===== config.mk =====
export PLATFORM = sky130hd
export DESIGN_NAME = dma_req_selector
export DESIGN_NICKNAME = d
export VERILOG_FILES = /design/src/rtl/dma_sel_pkg.sv /design/src/rtl/req_sync.sv /design/src/rtl/stream_handshake.sv /design/src/rtl/dma_req_selector.sv
export SDC_FILE = /design/constraint.sdc
export NUM_CORES = 1
export LEC_CHECK = 0
export BUFFER_PORTS_ARGS = -buffer_cell sky130_fd_sc_hd__buf_4
export CAP_MARGIN = 20
export CORE_AREA = 2 2 121 123
export CTS_CLUSTER_SIZE = 30
export DETAILED_ROUTE_END_ITERATION = 12
export DIE_AREA = 0 0 123 125
export PLACE_DENSITY = 0.75
export SKIP_LAST_GASP = 1
export SYNTH_ARGS = -nofsm -noshare
export SYNTH_HDL_FRONTEND = slang
export SYNTH_HIERARCHICAL = 1
export SYNTH_SLANG_ARGS = --single-unit

===== constraint.sdc =====
create_clock -name clk -period 2.1 [get_ports clk]
set_input_delay 0.21 -clock clk [delete_from_list [all_inputs] [get_ports clk]]
set_output_delay 0.21 -clock clk [all_outputs]
set_load 0.02 [all_outputs]

===== src/rtl/dma_sel_pkg.sv =====
package dma_sel_pkg;

    localparam int NUM_STREAMS = 8;
    localparam int NUM_CH      = 8;
    localparam int CH_W        = $clog2(NUM_CH);

    typedef enum logic [1:0] {
        HS_IDLE = 2'd0,
        HS_PEND = 2'd1,
        HS_ACK  = 2'd2,
        HS_REL  = 2'd3
    } hs_state_e;

    typedef struct packed {
        logic pending;
        logic ack;
    } hs_flags_t;

    function automatic hs_flags_t state_flags(hs_state_e st, logic done);
        hs_flags_t f;
        f.pending = (st == HS_PEND) && !done;
        f.ack     = (st == HS_ACK);
        return f;
    endfunction

endpackage


===== src/rtl/req_sync.sv =====
module req_sync #(
    parameter int WIDTH = 64
) (
    input  logic             clk,
    input  logic             rst,
    input  logic [WIDTH-1:0] async_in,
    output logic [WIDTH-1:0] sync_out
);

    logic [WIDTH-1:0] meta_q;
    logic [WIDTH-1:0] stable_q;

    always_ff @(posedge clk) begin
        if (rst) begin
            meta_q   <= '0;
            stable_q <= '0;
        end else begin
            meta_q   <= async_in;
            stable_q <= meta_q;
        end
    end

    assign sync_out = stable_q;

endmodule


===== src/rtl/stream_handshake.sv =====
module stream_handshake
    import dma_sel_pkg::*;
#(
    parameter int CHANNELS = NUM_CH,
    parameter int SEL_W    = $clog2(CHANNELS)
) (
    input  logic                clk,
    input  logic                rst,
    input  logic                en,
    input  logic [SEL_W-1:0]    sel_in,
    input  logic [CHANNELS-1:0] req_vec,
    input  logic                access_done,
    output logic                pending,
    output logic [CHANNELS-1:0] ack_vec
);

    logic [SEL_W-1:0] sel_q;
    hs_state_e        st_q, st_d;
    hs_flags_t        flags;
    logic             sel_req;

    // Select is captured only while the stream is off
    always_ff @(posedge clk) begin
        if (rst)
            sel_q <= '0;
        else if (!en)
            sel_q <= sel_in;
    end

    assign sel_req = req_vec[sel_q];

    always_comb begin
        st_d = st_q;
        if (!en) begin
            st_d = HS_IDLE;
        end else begin
            unique case (st_q)
                HS_IDLE: if (sel_req)     st_d = HS_PEND;
                HS_PEND: if (access_done) st_d = HS_ACK;
                HS_ACK:  if (!sel_req)    st_d = HS_REL;
                HS_REL:                   st_d = HS_IDLE;
                default:                  st_d = HS_IDLE;
            endcase
        end
    end

    always_ff @(posedge clk) begin
        if (rst)
            st_q <= HS_IDLE;
        else
            st_q <= st_d;
    end

    assign flags   = state_flags(st_q, access_done);
    assign pending = flags.pending;

    always_comb begin
        ack_vec = '0;
        if (flags.ack)
            ack_vec[sel_q] = 1'b1;
    end

    // ---------------- assertions ----------------
    assert_ack_onehot_R5: assert property (@(posedge clk) disable iff (rst)
        $onehot0(ack_vec));

    assert_pend_ack_excl_R4: assert property (@(posedge clk) disable iff (rst)
        !(pending && (|ack_vec)));

    assert_done_gives_ack_R5: assert property (@(posedge clk) disable iff (rst)
        (st_q == HS_PEND && access_done && en) |=> (|ack_vec));

    assert_ack_held_R6: assert property (@(posedge clk) disable iff (rst)
        ((|ack_vec) && sel_req && en) |=> (|ack_vec));

    assert_no_rearm_R7: assert property (@(posedge clk) disable iff (rst)
        (st_q == HS_ACK) |=> (st_q != HS_PEND));

    assert_disable_idle_R8: assert property (@(posedge clk) disable iff (rst)
        !en |=> (st_q == HS_IDLE && !pending && ack_vec == '0));

    assert_sel_frozen_R3: assert property (@(posedge clk) disable iff (rst)
        en |=> (!en || $stable(sel_q)));

endmodule


===== src/rtl/dma_req_selector.sv =====
module dma_req_selector
    import dma_sel_pkg::*;
#(
    parameter int STREAMS  = NUM_STREAMS,
    parameter int CHANNELS = NUM_CH,
    localparam int SEL_W   = $clog2(CHANNELS),
    localparam int REQ_W   = STREAMS * CHANNELS
) (
    input  logic                     clk,
    input  logic                     rst,
    input  logic [REQ_W-1:0]         req_in,
    input  logic [STREAMS-1:0]       stream_en,
    input  logic [STREAMS*SEL_W-1:0] chan_sel,
    input  logic [STREAMS-1:0]       access_done,
    output logic [STREAMS-1:0]       req_pending,
    output logic [REQ_W-1:0]         ack_out
);

    logic [REQ_W-1:0] req_synced;

    req_sync #(.WIDTH(REQ_W)) u_sync (
        .clk      (clk),
        .rst      (rst),
        .async_in (req_in),
        .sync_out (req_synced)
    );

    for (genvar s = 0; s < STREAMS; s++) begin : g_stream
        stream_handshake #(
            .CHANNELS (CHANNELS),
            .SEL_W    (SEL_W)
        ) u_hs (
            .clk         (clk),
            .rst         (rst),
            .en          (stream_en[s]),
            .sel_in      (chan_sel[s*SEL_W +: SEL_W]),
            .req_vec     (req_synced[s*CHANNELS +: CHANNELS]),
            .access_done (access_done[s]),
            .pending     (req_pending[s]),
            .ack_vec     (ack_out[s*CHANNELS +: CHANNELS])
        );
    end

    assert_reset_quiet_R9: assert property (@(posedge clk)
        rst |=> (req_pending == '0 && ack_out == '0));

endmodule


==> impl_metrics.ini <==
[cells_and_area]
regArea_um2 = 3360
final_area_um2 = 9160
diodes = 0
fin_util = 0.645
multi_input_area_um2 = 3240
fill_cells = 1077
fin_nets = 985
area_growth_pct = 32.4
drive_gt1_frac = 0.261

[synth]
ys_types = 26
avgSynthCellArea_um2 = 10.4
synth.largest_area_cell = dfxtp_1
synth_most_common_cell = dfxtp_1
yosys_register_bits = 168
async_reset_ff_frac = 0
synth_cells = 662
yosys-top-cells-area = dfxtp_1 (49%), nor2b_1 (13%), mux4_1 (6.1%)
synth_area_um2 = 6920
yosysWarnings = 6
synth_seq_area_share = 0.486
synth-main-ff-cell = dfxtp_1
synth_edf_count = 0
synth_top_area_frac = 0.486
synthTopCellsByCount = dfxtp_1 (168), nor2b_1 (144), nor2_1 (72)
syn_nets = 792

[cts]
htreeDepth = 4
clock_path_buffers = 2
cts_sinks = 168
numCtsBuffers = 17
clk_pin_slew_ns = 0.06
cts_setup_buffers = 0
cts_tree = built
clk_latency_ns = 0.41
cts_root_buf = clkbuf_16

[placement]
place.port_buffers = 177
place_hpwl_um = 9840
gp_congestion = 0.767
place_area_um2 = 8260

[global_routing]
first_global_vias = 4973
antenna_found_initial = 0
grt_pass1_wl_um = 22000
grt_use_total = 0.177
gr-total-overflow = 0
grt_max_degree = 61

[power_and_ir_drop]
ir_drop_mv = 0.702
power_density_nw_per_um2 = 774
p_leak_nw = 3.90

[timing]
timing.hold.ws_ns = 0.0173
period_needed_ns = 1.88
hold_viol = 0
setup_viol = 0
report.final.slew_viol_count = 0
setup_tns_ns = 0
rsz0062_at_grt = false
slew_headroom = 0.612
worst_slew_pin_slew_ns = 0.582
skew_ns = 0.00704
timing.final.crit_share = 0.896
fmax_mhz = 532

[route]
drc_errors = 0
drt_iter0_drc = 162
wire_per_inst_um = 13.0
vias = 5194
post_drt_via_cell_ratio = 4.95
drt_wl_total_um = 13700
ant_nets = 0
drt_pass1_iterations = 4

[critical_path]
critPathKind = flip-flop to output port
timing.rr.start = g_stream[1].u_hs/sel_q[0]
end_kind = output port
required_ns = 1.89
cp-start-kind = flip-flop
cp_max_fo = 8
critPathArrivalTime_ns = 1.67
startpoint = g_stream[2].u_hs/st_q[1]

[floorplanning]
dieArea_um2 = 15400
start_util = 0.487
io_pins = 178
core_um2 = 14200
die_h_um = 125
die_w_um = 123
placementRows = 44

[run]
cap_violations = 0

[run_status]
outcome = finished, final reports clean

[min_path]
hold_path.class = primary input to flip-flop
min_from = req_in[7]
worst paths after layout:
| check | end | slack (ns) | cells after the start |
|---|---|---|---|
| hold reg to reg | u_sync/sync_out[18] | 0.43 | 1 |
| setup reg to reg | g_stream[1].u_hs/st_q[1] | 0.44 | 4 |
| setup / recovery | req_pending[2] | 0.22 | 4 |
| hold / removal | u_sync/meta_q[7] | 0.02 | 2 |
layer usage:
metal | global-route usage | up-vias | wire (um)
met4 | 0.0729 | 0 | 242
met1 | 0.192 | 2401 | 5510
met3 | 0.0401 | 22 | 699
met2 | 0.324 | 152 | 7210
li1 | - | 2619 | -
met5 | 0 | - | 0
report_power, final:
group	internal, mW	total (mW)	switching [mW]
Clock	1.89	3.08	1.18
Combinational	0.360	0.590	0.230
Sequential	3.34	3.42	0.0812
Total	5.59	7.09	1.50
metrics by stage:
step / instances / setup WS, ns / total power, mW
final: 1050 / 0.219 / 7.09
after global routing: 1050 / 0.0935 / 7.36
after CTS: 1050 / 0.232 / 7.16
after detailed placement: 989 / 0.441 / 4.03
after global placement: 989 / 0.557 / 4.00
after floorplan: 662 / 0.292 / 3.81
timing repair:
item	CTS	global route
hold buffers	31	0
endpoints found under the hold margin	31	0
resized for setup	0	0
sequential cells by signal, summed over array words and instances (netlist names):
name / flops
u_sync/sync_out: 64
g_stream.u_hs/st_q: 16
g_stream.u_hs/sel_q: 24
u_sync/meta_q: 64
worst max-delay path, stage by stage, from the launching register on:
cell and delay [ns]:
dfxtp_1 0.34, inv_1 0.10, ha_1 0.13, nor2b_1 0.45, buf_4 0.24
cell type report:
class,count,area share
repair buffers,212,0.182
multi-input cells,440,0.354
clock inverters,11,0.0163
inverters,16,0.00656
flip-flops and latches,168,0.367
well taps,184,0.0251
clock buffers,19,0.0484
cell usage in the layout (no fill, tap or decap), drive strengths merged:
| cell type | count |
|---|---|
| buf | 181 |
| dfxtp | 168 |
| nor2b | 144 |
| nor2 | 72 |
| mux2i | 32 |
| dlygate4sd3 | 31 |
| nor3 | 24 |
| o211ai | 24 |
| ha | 24 |
| nand2b | 24 |
| clkbuf | 19 |
| inv | 17 |
| nand2 | 16 |
| mux4 | 16 |
| o21ai | 16 |
| or4b | 8 |
| or3 | 8 |
| a21boi | 8 |
| nand3b | 8 |
| or4 | 8 |
| o211a | 8 |
| clkinv | 7 |
| bufinv | 3 |
cells by family after synthesis:
kind of cell             count (synthesis)  synth area share
adder cells (fa/ha/maj)                 24            0.0434
buffers and inverters                   54            0.0450
multiplexers                            48             0.111
AND/OR/NAND/NOR                        312             0.256
AO/OA/AOI/OAI                           56            0.0579
flip-flops                             168             0.486
Power figures use the tool's default switching activity.
